[src/rtl/uart_flag_pkg.sv]
package uart_flag_pkg;
  localparam int NUM_FLAGS = 7;
  localparam int STAT_W    = NUM_FLAGS + 1;
  // flag index i maps to status bit i+1
  localparam int IDX_TXE   = 6;
  localparam int IDX_TXC   = 5;
  localparam int IDX_RXF   = 4;
  localparam int IDX_IDLE  = 3;
  localparam int IDX_OVR   = 2;
  localparam int IDX_NOISE = 1;
  localparam int IDX_FRAME = 0;
  localparam int NUM_TX    = 2; // top flags cleared by a data write
  localparam logic [NUM_FLAGS-1:0] RST_FLAGS = 7'b110_0000;
endpackage

[src/rtl/uart_flag_cell.sv]
module uart_flag_cell #(
  parameter logic RST_VAL = 1'b0
) (
  input  logic clk,
  input  logic rst_n,
  input  logic set_i,
  input  logic arm_i,
  input  logic clr_i,
  output logic flag_o
);
  logic armed_q;

  always_ff @(posedge clk) begin
    if (!rst_n) begin
      flag_o  <= RST_VAL;
      armed_q <= 1'b0;
    end else begin
      if (set_i)                flag_o <= 1'b1;
      else if (clr_i && armed_q) flag_o <= 1'b0;
      if (arm_i)                armed_q <= flag_o;
      else if (clr_i)           armed_q <= 1'b0;
    end
  end
endmodule

[src/rtl/uart_idle_qual.sv]
module uart_idle_qual (
  input  logic clk,
  input  logic rst_n,
  input  logic idle_evt_i,
  input  logic line_busy_i,
  input  logic wake_i,
  output logic idle_set_o
);
  logic seen_busy_q;

  assign idle_set_o = idle_evt_i && seen_busy_q && !wake_i;

  always_ff @(posedge clk) begin
    if (!rst_n)           seen_busy_q <= 1'b0;
    else if (line_busy_i) seen_busy_q <= 1'b1;
    else if (idle_set_o)  seen_busy_q <= 1'b0;
  end
endmodule

[src/rtl/uart_irq_merge.sv]
module uart_irq_merge #(
  parameter int N = 7
) (
  input  logic [N-1:0] flags_i,
  input  logic [N-1:0] en_i,
  output logic         irq_o
);
  assign irq_o = |(flags_i & en_i);
endmodule

[src/rtl/uart_flag_ctl.sv]
module uart_flag_ctl
  import uart_flag_pkg::*;
(
  input  logic                 clk,
  input  logic                 rst_n,
  input  logic [NUM_FLAGS-1:0] set_evt,
  input  logic                 line_busy,
  input  logic                 wake_mode,
  input  logic                 stat_rd,
  input  logic                 data_rd,
  input  logic                 data_wr,
  input  logic [NUM_FLAGS-1:0] irq_en,
  output logic [STAT_W-1:0]    status,
  output logic                 irq
);
  logic [NUM_FLAGS-1:0] flags;
  logic [NUM_FLAGS-1:0] set_q;
  logic                 idle_set;

  uart_idle_qual u_idle (
    .clk(clk), .rst_n(rst_n),
    .idle_evt_i(set_evt[IDX_IDLE]), .line_busy_i(line_busy),
    .wake_i(wake_mode), .idle_set_o(idle_set)
  );

  always_comb begin
    set_q           = set_evt;
    set_q[IDX_IDLE] = idle_set;
  end

  for (genvar i = 0; i < NUM_FLAGS; i++) begin : g_flag
    localparam bit IS_TX = (i >= NUM_FLAGS - NUM_TX);
    uart_flag_cell #(.RST_VAL(RST_FLAGS[i])) u_cell (
      .clk(clk), .rst_n(rst_n),
      .set_i(set_q[i]), .arm_i(stat_rd),
      .clr_i(IS_TX ? data_wr : data_rd),
      .flag_o(flags[i])
    );
  end

  assign status = {flags, 1'b0};

  uart_irq_merge #(.N(NUM_FLAGS)) u_irq (
    .flags_i(flags), .en_i(irq_en), .irq_o(irq)
  );
endmodule

[config.mk]
export PLATFORM = sky130hd
export DESIGN_NAME = uart_flag_ctl
export DESIGN_NICKNAME = d
export VERILOG_FILES = /design/src/rtl/uart_flag_pkg.sv /design/src/rtl/uart_flag_cell.sv /design/src/rtl/uart_idle_qual.sv /design/src/rtl/uart_irq_merge.sv /design/src/rtl/uart_flag_ctl.sv
export SDC_FILE = /design/constraint.sdc
export NUM_CORES = 1
export LEC_CHECK = 0
export BUFFER_PORTS_ARGS = -buffer_cell sky130_fd_sc_hd__buf_2
export CAP_MARGIN = 25
export CORE_AREA = 2 2 43 45
export DETAILED_ROUTE_END_ITERATION = 10
export DIE_AREA = 0 0 45 47
export HOLD_SLACK_MARGIN = 0.1
export PLACE_DENSITY = 0.73
export SKIP_CTS_REPAIR_TIMING = 1
export SLEW_MARGIN = 30
export SYNTH_ARGS = -nofsm -noshare
export SYNTH_HDL_FRONTEND = slang
export SYNTH_SLANG_ARGS = --single-unit
[constraint.sdc]
create_clock -name clk -period 1.3 [get_ports clk]
set_clock_uncertainty 0.2 [all_clocks]
set_input_delay 0.065 -clock clk [delete_from_list [all_inputs] [get_ports clk]]
set_output_delay 0.065 -clock clk [all_outputs]
set_load 0.05 [all_outputs]
# --- Word-level counts from Yosys, hierarchy flattened ---
# Cells that the tools add are included.
# Widths: inputs -> output; s select.
op_classes:
  mux: 21
  n_bitwise: 2
  n_reduce_logical: 21
op_table:
  columns: ["operator", "n"]
  rows:
  - ["$mux 1", 21]
  - ["$reduce_bool 2->1", 8]
  - ["$logic_and 1x1->1", 9]
  - ["$and 7x7->7", 1]
  - ["$reduce_or 7->1", 1]
  - ["$reduce_or 2->1", 2]
  - ["$logic_not 1->1", 1]
  - ["$not 1->1", 1]
totals:
  reg_bits: 15
  inputBits: 21
  output_inout_bits: 9
  word_cells: 59

# --- Depth between registers and ports, before layout ---
depth:
  word_depth: 4
  depth_mapped: 4
  ltp_nobuf: 3

# --- Cells and area by module ---
# A second synthesis with hierarchy kept.
unflattened:
  cells_unflattened: 63
  area_unflattened_um2: 623.1
by_module_without_submodules:
  columns: ["mod", "n_inst", "cells_per_inst", "area_each_um2", "seq_area_each_um2"]
  rows:
  - ["uart_flag_cell at g_flag[0].u_cell ...", 5, 7, 76.3, 40.0]
  - ["uart_flag_cell at g_flag[5].u_cell ...", 2, 8, 73.8, 40.0]
  - ["uart_idle_qual", 1, 6, 52.6, 20.0]
  - ["uart_irq_merge", 1, 4, 30.0, 0.0]
  - ["uart_flag_ctl", 1, 2, 11.3, 0.0]

# --- Worst setup path after synthesis ---
# OpenSTA, ideal clock, no wires.
synth_path:
  path_type: "register to output"
  from: "register g_flag[5].u_cell.flag_o"
  to: "output irq"
  t_arrival_ps: 1043
  required_ps: 1035
  path_slack_ps: -8
  path_stages_with_launch: 3
  path_buffers: 0
  path_cell_list: "dfxtp_1 > a222oi_1 > nand3_1"
synth_between:
  elab_chain_len: 2
synth_rtl:
  columns: ["item", "line_no", "text"]
  rows:
  - ["from (decl)", "uart_flag_cell.sv:9", "output logic flag_o"]
  - ["from (signal assigned)", "uart_flag_cell.sv:15", "flag_o <= RST_VAL;"]
  - ["from (signal assigned)", "uart_flag_cell.sv:18", "if (set_i) flag_o <= 1'b1;"]
  - ["from (signal assigned)", "uart_flag_cell.sv:19", "else if (clr_i && armed_q) flag_o <= 1'b0;"]
  - ["$and 7x7->7", "uart_irq_merge.sv:8", "assign irq_o = |(flags_i & en_i);"]
  - ["$reduce_or 7->1", "uart_irq_merge.sv:8", null]
  - ["to (decl)", "uart_flag_ctl.sv:14", "output logic irq"]
# No other way between the ends.

# --- Worst setup path in the final report ---
# Ends and elaborated chain as after synthesis.

==> qor.csv <==
metric;value;unit
gp_congestion;0.647;
worst_slack;-0.249;ns
cts_buffers;3;
start_util;42.2;%
yosys_warnings;0;
critPathMaxFanout;2;
irDropWorstVdd;0.661;mV
final_cell_mix;buf_2 (27), dlygate4sd3_1 (17), dfxtp_1 (15);
wl_met2;735;um
worstReg2RegStart;g_flag[0].u_cell.armed_q;
synth.top_cell.area_share;43.1;%
via_per_inst;4.76;
p_per_area;973;mW/mm^2
grtUsageTotal;11.6;%
dp_hpwl;962;um
ant_nets;0;
setup_viol;1;
hold_depth;3;
core.rowCount;15;
synthesis.nets;98;
antenna_found_initial;0;
synth_top_cell_by_area;dfxtp_1;
syn-instance-count;77;
r2r_cells;3;
worstPathArrival;1.28;ns
io_pins;30;
synth-compound-area-share;13.5;%
drv_cap;0;
fill_cells;145;
first_iter_violations;6;
htreeDepth;1;
final_max_slew_viol_count;0;
synthMuxAreaShare;0;%
synth-seq-area-share;43.1;%
synth_xor_area_share;0;%
finalCritPeriodShare;119;%
cts.clk_slew.worst_paths;0.09;ns
drc_errors;0;
hp-class;reg2reg;
final_nets;139;
multi_input_area;312;sq um
synth_area_leaders;dfxtp_1 (43%), nor2b_1 (12%), a21oi_1 (8.6%), buf_4 (8.6%), nor3b_2 (5.4%);
hold_violations;0;
reg2reg_slack;0.35;ns
vias;638;
die_width;45;um
period_minus_slack;1.55;ns
synth_cell_types;17;
die_area;0.00212;sq mm
min_to;g_flag[5].u_cell.flag_o;
syn_avg_cell_area;9.05;sq um
io_buffers;28;
hp-start;g_flag[5].u_cell.armed_q;
crit_required;1.03;ns
max_clock_freq;0.646;GHz
grt_pass1_vias;437;
synth_simple_gate_area_share;30.0;%
maxUsedRoutingLayer;met4;
wl_met3;69;um
wl_per_cell;11.3;um
synth_fa_ha_area_share;0;%
drt_first_pass_iters;4;
dp_cells;113;
grt_pass1_wl;1770;um
fp.dieH;47;um
core;0.00165;sq mm
cp-start-kind;flop;
synth-seq-cells;15;
violations;negative setup slack;
grt_max_degree;16;
drt_wl_total;1510;um
m1WireLength;693;um
overflow;0;
leakagePower;0.427;nW
register_area;300;sq um
path_class;reg2out;
end_kind;output pin;
drive_gt1_share;32.5;%
status;finished, violations left;
clockBufferDepth;2;
diodes;0;
final_common_cell;buf_2;
cts.sinks;15;
synth_area;697;sq um
clock-root-buffer;clkbuf_4;
regToRegEndpoint;g_flag[0].u_cell.armed_q;
synth_top_family_by_area;simple AND/OR/NAND/NOR gates;
syn_to_final_growth;42.9;%
cts_tree;done;
fin_cells;134;
clock_latency;0.27;ns
rsz0062_at_grt;true;
fin_setup_tns;-0.249;ns
dp_slack;0.0422;ns
[Yosys cell counts (all sizes together)]
cell type	instances
a21oi	12
a222oi	1
a22oi	2
a2bb2oi	1
buf	10
clkbuf	1
conb	1
dfxtp	15
inv	1
nand2	9
nand2b	1
nand3	1
nand3b	2
nor2b	13
nor3b	7
[critical path, stage by stage (launching register included)]
cell	delay (ns)
dfxtp_1	0.32
a222oi_1	0.39
nand3_2	0.12
buf_6	0.18
[per-layer routing]
metal  GRT usage, %  up-vias
met3           2.31        2
met5              0        -
met1           12.9      285
met4           7.06        0
li1               -      332
met2           20.6       19
[stage by stage]
stage               area (sq um)  utilization (%)  hold slack, ns  total power [W]
floorplan                    702                -         -0.0291         0.000647
global placement             792             48.0          0.0576         0.000678
detailed placement           792             48.0          0.0647         0.000682
CTS                          820             49.6          -0.233         0.000941
global route                 996             60.3           0.301          0.00102
finish                       996             60.3           0.299         0.000969
[cell families (layout without fill, tap and decap cells)]
family,after synthesis,in the layout
buffers and inverters,12,52
DFF,15,15
and+or+nand+nor,33,33
other,1,1
AOI/OAI and AO/OA,16,16
[area by class of cell]
cell class | count | area share [%]
Clock inverter | 1 | 0.503
Sequential cell | 15 | 30.2
Tap cell | 17 | 2.14
Multi-Input combinational cell | 50 | 31.3
Timing Repair Buffer | 47 | 33.3
Clock buffer | 3 | 2.26
Inverter | 1 | 0.377
[registers in the layout, summed over array words and instances (netlist names)]
register,flops
g_flag.u_cell.armed_q,7
g_flag.u_cell.flag_o,7
u_idle.seen_busy_q,1
[worst max-delay path by stage]
| stage | start | end | slack, ns |
|---|---|---|---|
| 6_report | g_flag[5].u_cell.flag_o | irq | -0.25 |
| 4_1_cts | g_flag[5].u_cell.flag_o | irq | -0.28 |
| 3_3_place_gp | g_flag[5].u_cell.flag_o | irq | 0.07 |
| 3_5_place_dp | g_flag[5].u_cell.flag_o | irq | 0.04 |
| 2_1_floorplan | g_flag[5].u_cell.flag_o | irq | 0.07 |
| 5_1_grt | g_flag[5].u_cell.flag_o | irq | -0.31 |
[power by group]
part	switching (W)	internal, W
Combinational	0.000115	0.000101
Clock	0.000141	0.000114
Sequential	0.0000150	0.000483
Total	0.000271	0.000698
(Power assumes the default switching activity.)
